### src/rtl/mdio_pkg.sv
package mdio_pkg;
  localparam int FRAME_BITS = 64;
  localparam int TA_BIT     = 46;  // first turnaround bit
  localparam int DATA_BIT   = 48;  // first data bit
  localparam int BUSY_POS   = 28;
  localparam int VALID_POS  = 27;
  localparam int OP_POS     = 26;

  typedef struct packed {
    logic       rd;
    logic [4:0] reg_addr;
    logic [4:0] phy_addr;
    logic [15:0] data;
  } mdio_cmd_t;

  function automatic logic [FRAME_BITS-1:0] build_frame(mdio_cmd_t c);
    return {32'hFFFF_FFFF, 2'b01, (c.rd ? 2'b10 : 2'b01),
            c.phy_addr, c.reg_addr, 2'b10, c.data};
  endfunction
endpackage

### src/rtl/mdio_clkgen.sv
module mdio_clkgen #(
  parameter int MDC_HALF = 10
) (
  input  logic clk_i,
  input  logic rst_ni,
  input  logic en_i,
  output logic mdc_o,
  output logic rise_o,
  output logic fall_o
);
  localparam int CW = $clog2(MDC_HALF + 1);

  logic [CW-1:0] cnt_q;
  logic          mdc_q;
  logic          wrap;

  assign wrap   = en_i && (cnt_q == CW'(MDC_HALF - 1));
  assign rise_o = wrap && !mdc_q;
  assign fall_o = wrap && mdc_q;
  assign mdc_o  = mdc_q;

  always_ff @(posedge clk_i or negedge rst_ni) begin
    if (!rst_ni) begin
      cnt_q <= '0;
      mdc_q <= 1'b0;
    end else if (!en_i) begin
      cnt_q <= '0;
      mdc_q <= 1'b0;
    end else if (wrap) begin
      cnt_q <= '0;
      mdc_q <= ~mdc_q;
    end else begin
      cnt_q <= cnt_q + 1'b1;
    end
  end

  a_r4_half_bound: assert property (@(posedge clk_i) disable iff (!rst_ni)
    cnt_q < CW'(MDC_HALF));
  a_r4_toggle_on_wrap: assert property (@(posedge clk_i) disable iff (!rst_ni)
    (en_i && !wrap) |=> $stable(mdc_q));
endmodule

### src/rtl/mdio_frame.sv
module mdio_frame
  import mdio_pkg::*;
(
  input  logic        clk_i,
  input  logic        rst_ni,
  input  logic        start_i,
  input  mdio_cmd_t   cmd_i,
  input  logic        rise_i,
  input  logic        fall_i,
  input  logic        mdc_i,
  input  logic        mdio_i,
  output logic        active_o,
  output logic        done_o,
  output logic [15:0] rdata_o,
  output logic        mdio_o,
  output logic        mdio_oe_o
);
  logic [FRAME_BITS-1:0] shreg_q;
  logic [5:0]            bit_q;
  logic                  active_q, rd_q;
  logic [15:0]           cap_q;
  logic                  last_bit;

  assign last_bit  = (bit_q == 6'(FRAME_BITS - 1));
  assign done_o    = active_q && fall_i && last_bit;
  assign active_o  = active_q;
  assign rdata_o   = cap_q;
  assign mdio_o    = active_q ? shreg_q[FRAME_BITS-1] : 1'b1;
  assign mdio_oe_o = active_q && !(rd_q && bit_q >= 6'(TA_BIT));

  always_ff @(posedge clk_i or negedge rst_ni) begin
    if (!rst_ni) begin
      shreg_q  <= '0;
      bit_q    <= '0;
      active_q <= 1'b0;
      rd_q     <= 1'b0;
      cap_q    <= '0;
    end else if (start_i) begin
      shreg_q  <= build_frame(cmd_i);
      bit_q    <= '0;
      active_q <= 1'b1;
      rd_q     <= cmd_i.rd;
    end else if (active_q) begin
      if (rise_i && rd_q && bit_q >= 6'(DATA_BIT))
        cap_q <= {cap_q[14:0], mdio_i};
      if (fall_i) begin
        shreg_q <= shreg_q << 1;
        bit_q   <= bit_q + 1'b1;
        if (last_bit) active_q <= 1'b0;
      end
    end
  end

  a_r4_mdio_hold_high: assert property (@(posedge clk_i) disable iff (!rst_ni)
    mdc_i |-> $stable(mdio_o));
  a_r5_release_ta: assert property (@(posedge clk_i) disable iff (!rst_ni)
    (active_q && rd_q && bit_q >= 6'(TA_BIT)) |-> !mdio_oe_o);
  a_r1_done_last: assert property (@(posedge clk_i) disable iff (!rst_ni)
    done_o |=> !active_q);
endmodule

### src/rtl/mdio_master.sv
module mdio_master
  import mdio_pkg::*;
#(
  parameter int MDC_HALF = 10
) (
  input  logic        clk_i,
  input  logic        rst_ni,
  input  logic        cmd_we_i,
  input  logic [31:0] cmd_wdata_i,
  output logic [31:0] cmd_rdata_o,
  output logic        mdc_o,
  input  logic        mdio_i,
  output logic        mdio_o,
  output logic        mdio_oe_o
);
  mdio_cmd_t   cmd_q, cmd_new;
  logic        valid_q, busy, start, done, rise, fall;
  logic [15:0] rdata;
  logic        unused_hi;

  assign unused_hi = ^cmd_wdata_i[31:27];
  assign cmd_new   = '{rd: cmd_wdata_i[OP_POS], reg_addr: cmd_wdata_i[25:21],
                       phy_addr: cmd_wdata_i[20:16], data: cmd_wdata_i[15:0]};
  assign start     = cmd_we_i && !busy;

  always_ff @(posedge clk_i or negedge rst_ni) begin
    if (!rst_ni) begin
      cmd_q   <= '0;
      valid_q <= 1'b0;
    end else if (start) begin
      cmd_q   <= cmd_new;
      valid_q <= 1'b0;
    end else if (done && cmd_q.rd) begin
      cmd_q.data <= rdata;
      valid_q    <= 1'b1;
    end
  end

  assign cmd_rdata_o = {3'b000, busy, valid_q, cmd_q};

  mdio_clkgen #(.MDC_HALF(MDC_HALF)) u_clkgen (
    .clk_i, .rst_ni, .en_i(busy), .mdc_o, .rise_o(rise), .fall_o(fall));

  mdio_frame u_frame (
    .clk_i, .rst_ni, .start_i(start), .cmd_i(cmd_new), .rise_i(rise),
    .fall_i(fall), .mdc_i(mdc_o), .mdio_i, .active_o(busy), .done_o(done),
    .rdata_o(rdata), .mdio_o, .mdio_oe_o);

  a_r2_ignore_busy: assert property (@(posedge clk_i) disable iff (!rst_ni)
    (cmd_we_i && busy && !done) |=> $stable({cmd_q.rd, cmd_q.reg_addr, cmd_q.phy_addr}));
  a_r4_idle_low: assert property (@(posedge clk_i) disable iff (!rst_ni)
    !busy |-> !mdc_o);
  a_r7_valid_read_only: assert property (@(posedge clk_i) disable iff (!rst_ni)
    $rose(valid_q) |-> cmd_q.rd);
  a_r7_clear_on_cmd: assert property (@(posedge clk_i) disable iff (!rst_ni)
    start |=> !valid_q);
endmodule

### config.mk
export PLATFORM = sky130hd
export DESIGN_NAME = mdio_master
export DESIGN_NICKNAME = d
export VERILOG_FILES = /design/src/rtl/mdio_pkg.sv /design/src/rtl/mdio_clkgen.sv /design/src/rtl/mdio_frame.sv /design/src/rtl/mdio_master.sv
export SDC_FILE = /design/constraint.sdc
export NUM_CORES = 1
export LEC_CHECK = 0
export CELL_PAD_IN_SITES_DETAIL_PLACEMENT = 1
export CELL_PAD_IN_SITES_GLOBAL_PLACEMENT = 1
export CORE_ASPECT_RATIO = 1.75
export CORE_MARGIN = 2
export CORE_UTILIZATION = 49
export CTS_CLUSTER_SIZE = 28
export DETAILED_ROUTE_END_ITERATION = 10
export DONT_BUFFER_PORTS = 1
export HOLD_SLACK_MARGIN = 0.02
export PLACE_DENSITY = 0.76
export SLEW_MARGIN = 10
export SYNTH_ARGS = -nofsm -noshare
export SYNTH_HDL_FRONTEND = slang
export SYNTH_SLANG_ARGS = --single-unit
### constraint.sdc
create_clock -name clk_i -period 2.1 [get_ports clk_i]
set_input_delay 0.42 -clock clk_i [delete_from_list [all_inputs] [get_ports clk_i]]
set_output_delay 0.42 -clock clk_i [all_outputs]
set_load 0.05 [all_outputs]
# Yosys cells after proc, flatten, opt, wreduce, memory -nomap -nowiden
# Index checks and enable logic that the tools add are counted.
# Widths: inputs -> output; s select.
[word_totals]
reg_bits = 120
in_bits = 36
out_inout_bits = 35
elab_cells = 59
[op_classes]
n_addsub = 2
order_cmp = 2
n_eq_ne = 3
mux = 20
n_bitwise = 2
n_reduce_logical = 19
[op_table]
columns = ["cell", "count"]
rows = [
  ["$mux 64", 3],
  ["$mux 16", 2],
  ["$mux 6", 3],
  ["$ge 6x6->1 const B", 2],
  ["$logic_and 1x1->1", 11],
  ["$mux 1", 9],
  ["$mux 4", 2],
  ["$add 6x1->6 const B", 1],
  ["$eq 6x6->1 const B", 1],
  ["$reduce_bool 2->1", 3],
  ["$add 4x1->4 const B", 1],
  ["$eq 4x4->1 const B", 1],
  ["$logic_not 1->1", 3],
  ["$reduce_and 3->1", 1],
  ["$mux 2", 1],
  ["$ne 2x2->1 const B", 1],
  ["$not 1->1", 2],
  ["$reduce_and 2->1", 1],
]

# Longest topological paths before layout
[depth]
word_depth = 8
depth_mapped = 8
ltp_nobuf = 5

# Modules after synthesis
# Synthesis repeated with hierarchy kept, for this count alone.
[unflattened]
hier_cells = 463
area_unflattened_um2 = 5521.5
[by_module_without_submodules]
columns = ["mod", "n_inst", "cells_per_inst", "area_per_inst_um2", "seq_area_each_um2"]
rows = [
  ["mdio_frame", 1, 328, 3812.4, 2202.1],
  ["mdio_master", 1, 110, 1448.9, 700.7],
  ["mdio_clkgen", 1, 25, 260.2, 125.1],
]

# Worst setup path after synthesis
# No wires, ideal clock.
[synth_timing]
kind = "register to register"
from = "register u_clkgen.mdc_q (netlist: u_clkgen.mdc_o)"
to = "register cmd_q (netlist bit cmd_rdata_o[14])"
setup_time_ns = 0.123
arrival_ns = 1.678
required_time_ns = 1.977
path_slack_ns = 0.299
stages_incl_launch_ff = 5
path_buffers = 1
period_less_slack_ns = 1.801
cell_sequence = "dfrtp_1 > and4_1 > nand4_1 > buf_2 > o221a_2"
[synth_via]
elab_chain_len = 5
[synth_lines]
columns = ["item", "line", "source"]
rows = [
  ["start, declared", "mdio_clkgen.sv:14", "logic mdc_q;"],
  ["start signal, assigned", "mdio_clkgen.sv:31", "mdc_q <= ~mdc_q;"],
  ["$logic_and 1x1->1", "mdio_clkgen.sv:19", "assign fall_o = wrap && mdc_q;"],
  ["$logic_and 1x1->1 (2 in a row)", "mdio_frame.sv:25", "assign done_o = active_q && fall_i && last_bit;"],
  ["$logic_and 1x1->1", "mdio_master.sv:33", "end else if (done && cmd_q.rd) begin"],
  ["$reduce_bool 2->1 (no source line)", "n/a", ""],
  ["end signal, assigned", "mdio_master.sv:31", "cmd_q <= cmd_new;"],
  ["end, declared", "mdio_master.sv:16", "mdio_cmd_t cmd_q, cmd_new;"],
]
# No other way between the ends.
# A chain may end at the register's enable or synchronous reset.

# Final worst setup path
[layout_timing]
from = "register u_clkgen.cnt_q[1]"
to = "register u_frame.cap_q[4] (netlist: u_frame.rdata_o[4])"
[layout_via]
elab_chain_len = 6
[layout_lines]
columns = ["item", "line", "source"]
rows = [
  ["start, declared", "mdio_clkgen.sv:13", "logic [CW-1:0] cnt_q;"],
  ["start signal, assigned", "mdio_clkgen.sv:33", "cnt_q <= cnt_q + 1'b1;"],
  ["$eq 4x4->1", "mdio_clkgen.sv:17", "assign wrap = en_i && (cnt_q == CW'(MDC_HALF - 1));"],
  ["$logic_and 1x1->1", "mdio_clkgen.sv:17", ""],
  ["$logic_and 1x1->1", "mdio_clkgen.sv:18", "assign rise_o = wrap && !mdc_q;"],
  ["$logic_and 1x1->1 (2 in a row)", "mdio_frame.sv:44", "if (rise_i && rd_q && bit_q >= 6'(DATA_BIT))"],
  ["$reduce_and 3->1 (no source line)", "n/a", ""],
  ["end signal, assigned", "mdio_frame.sv:45", "cap_q <= {cap_q[14:0], mdio_i};"],
  ["end, declared", "mdio_frame.sv:21", "logic [15:0] cap_q;"],
]
# No other way between the ends.

==> flow_summary.ini <==
[routing]
wirelength_mm = 13.7
wl_per_cell_um = 21.2
dr_total_vias = 3986
vias_per_cell = 6.17
drtPass1Iterations = 5
drtAntennaViolNets = 0
drt_iter0_drc = 154
route.detailed.drc = 0

[synth]
yosys_warnings = 0
synth_seq_area_share_pct = 56.1
avgSynthCellArea_um2 = 10.4
ys_seq_elements = 120
synth_top_cell_area_share_pct = 56.1
yosysUniqueCellTypes = 40
synth_top_area_cell = dfrtp_1
ys_top_cells_by_area = dfrtp_1 56%, nand3_1 6.6%, o21ai_0 6.4%, a31oi_1 3.4%, o221a_2 3.4%
synthCells = 517
synth.cell_area_mm2 = 0.00536

[worst_setup_path]
cp.arrival_ns = 2.22
crit_fanout = 16
cp_slowest_stage_delay_ns = 0.41
reg2reg_depth = 6
cp_cell_sequence = inv_1 -> ha_1 -> and3b_2 -> and4b_1 -> buf_12 -> mux2_2
r2r_setup_slack_ns = 0.18
worstReg2RegEnd = u_frame.rdata_o[4]$_DFFE_PN0P_
r2r_start = u_clkgen.cnt_q[1]$_DFF_PN0_
cp-end-kind = register
critPathKind = reg -> reg
startpoint_type = register
critPathRequiredTime_ns = 2.40
crit_cells = 6
path_buf_inv = 2
crit_family = simple AND/OR/NAND/NOR gates
cp_slowest_cell = dfrtp_1

[grt]
grt_pass1_wl_mm = 22.9
grt_max_degree = 121
grtUsageTotal_pct = 24.1
antenna_found_initial = 0
grt_overflow = 0
grt_pass1_vias = 4523

[floorplan]
fp.dieArea_mm2 = 0.0118
die_h_um = 142
rows = 50
core_mm2 = 0.0107
dieWidth_um = 83.0
io_pins = 71
start_util_pct = 50.1

[sta]
skew_ns = 0.00637
worstMarginPinSlew_ns = 0.514
rsz0062_at_grt = false
finalHoldViolations = 120
fin_crit_ns = 1.92
hold_slack_ns = -0.303
slew_headroom_pct = 65.7
finalSetupViolCount = 0
slew_violations = 0
period_share_pct = 91.6
max_freq_mhz = 520
setup-tns-final_ns = 0

[placement]
place_area_mm2 = 0.00545
io_buffers = 0
dp_hpwl_mm = 8.24
place.gp.congestion = 0.759

[clock_network]
cts-root-buf = clkbuf_16
tritoncts = done
clockBufferDepth = 2
clk_latency_ns = 0.41
cts_max_level = 4
numClockSinks = 120
clk_pin_slew_worst_paths_ns = 0.06
cts_buffers = 17

[hold_path]
worstHoldPathType = in -> async

[cells_and_area]
drive_above_1_share_pct = 17.1
num-nets-final = 542
diodes = 0
fin_area_mm2 = 0.00605
area_growth_pct = 13.0

[power]
ir_drop_mv = 0.728
power.density_mw_per_mm2 = 1370
p_leak_nw = 2.52

[status]
violations = negative hold slack
outcome = finished with violations

[job]
drv_cap = 0
[cells by family (layout without fill, tap and decap cells)]
group,count (synthesis),after routing,synth area share [%]
other cells,1,3,0.0700
fa+ha+maj,3,3,0.701
simple gates,163,163,15.2
compound gates,155,155,18.1
buf+inv,55,52,5.09
mux,19,19,4.62
xor+xnor,1,1,0.164
flops,120,120,56.1
[worst max path at each step]
| stage | from | endpoint | slack, ns |
|---|---|---|---|
| 2_1_floorplan | u_clkgen.mdc_o$_DFFE_PN0P_ | cmd_rdata_o[14]$_DFFE_PN0P_ | 0.30 |
| 3_3_place_gp | u_clkgen.cnt_q[1]$_DFF_PN0_ | cmd_rdata_o[12]$_DFFE_PN0P_ | 0.18 |
| 3_5_place_dp | u_clkgen.cnt_q[1]$_DFF_PN0_ | cmd_rdata_o[5]$_DFFE_PN0P_ | 0.09 |
| 4_1_cts | u_clkgen.cnt_q[1]$_DFF_PN0_ | cmd_rdata_o[5]$_DFFE_PN0P_ | 0.07 |
| 5_1_grt | u_clkgen.cnt_q[1]$_DFF_PN0_ | u_frame.rdata_o[4]$_DFFE_PN0P_ | 0.05 |
| 6_report | u_clkgen.cnt_q[1]$_DFF_PN0_ | u_frame.rdata_o[4]$_DFFE_PN0P_ | 0.18 |
[per-stage QoR]
stage               power, mW  utilization (%)  setup WS [ns]  std cells  hold slack (ns)
floorplan                4.83                -          0.299        519            0.124
global placement         5.22             50.9          0.180        614            0.127
detailed placement       5.36             50.9         0.0864        614            0.127
CTS                      8.37             56.6         0.0671        646           -0.313
global route             8.77             56.6         0.0528        646           -0.315
finish                   8.32             56.6          0.176        646           -0.303
[flip-flops by register name, indices dropped and copies added, names as in the netlist]
register          flops
u_frame.active_o      1
u_clkgen.cnt_q        4
cmd_rdata_o          26
u_frame.shreg_q      64
u_frame.rd_q          1
valid_q               1
u_clkgen.mdc_o        1
u_frame.rdata_o      16
u_frame.bit_q         6
[routing by layer]
metal | global-route usage, % | share of wire, %
met4 | 9.92 | 2.1
met5 | 0 | 0
met1 | 28.2 | 40
met3 | 6.15 | 3.3
met2 | 42.1 | 54
[final cells by class]
type / instances / area (um2)
clock buffers: 17 / 425
clock inverters: 15 / 178
fillers: 1133 / 4640
inverters: 1 / 3.75
multi-input cells: 344 / 2100
flip-flops and latches: 120 / 3000
well taps: 130 / 163
repair buffers: 19 / 180
[synthesized netlist by cell type]
master      n
o21ai_0    69
xnor2_1     1
nand2_1    38
and2_1      3
and3_1      3
nor2b_1     2
nand3_1    71
a21o_1      1
buf_1       4
buf_6       2
a31oi_1    29
conb_1      1
inv_1       1
o21a_1      1
o221a_2    16
a41oi_1     1
nand3b_1    1
buf_8       1
and4b_1     1
clkbuf_1   29
buf_4       7
nand4_1     2
a21oi_1    19
mux2i_1     3
a21boi_1    2
a21boi_0   15
or3_1       2
o31ai_1     1
buf_2      11
dfrtp_1   120
mux2_4     10
and4_1      1
nor2_1     16
nand4b_1    1
and3b_1     2
mux2_2      6
nand2b_1   19
ha_1        3
a41o_1      1
or4_1       1
[power by group]
part	switching, mW	leakage [nW]	internal (mW)
Combinational	1.08	0.826	0.612
Clock	1.09	0.282	1.87
Sequential	0.657	1.41	3.01
[cells in the final DEF, fill, tap and decap left out, types with 15 or more instances in the layout]
cell       count
o221a_2       16
nor2_1        16
nand3_1       71
nand2b_1      18
o21ai_0       69
a21boi_0      15
buf_4         16
clkbuf_16     17
a31oi_1       29
dfrtp_1      120
a21oi_1       19
nand2_1       38
[what timing repair did]
action,in CTS,in global routing
resized for setup,0,1
endpoints found under the hold margin,120,120
setup buffers,0,0
endpoints found under the setup margin,0,16
No activity file was read; power rests on OpenSTA's default activity.
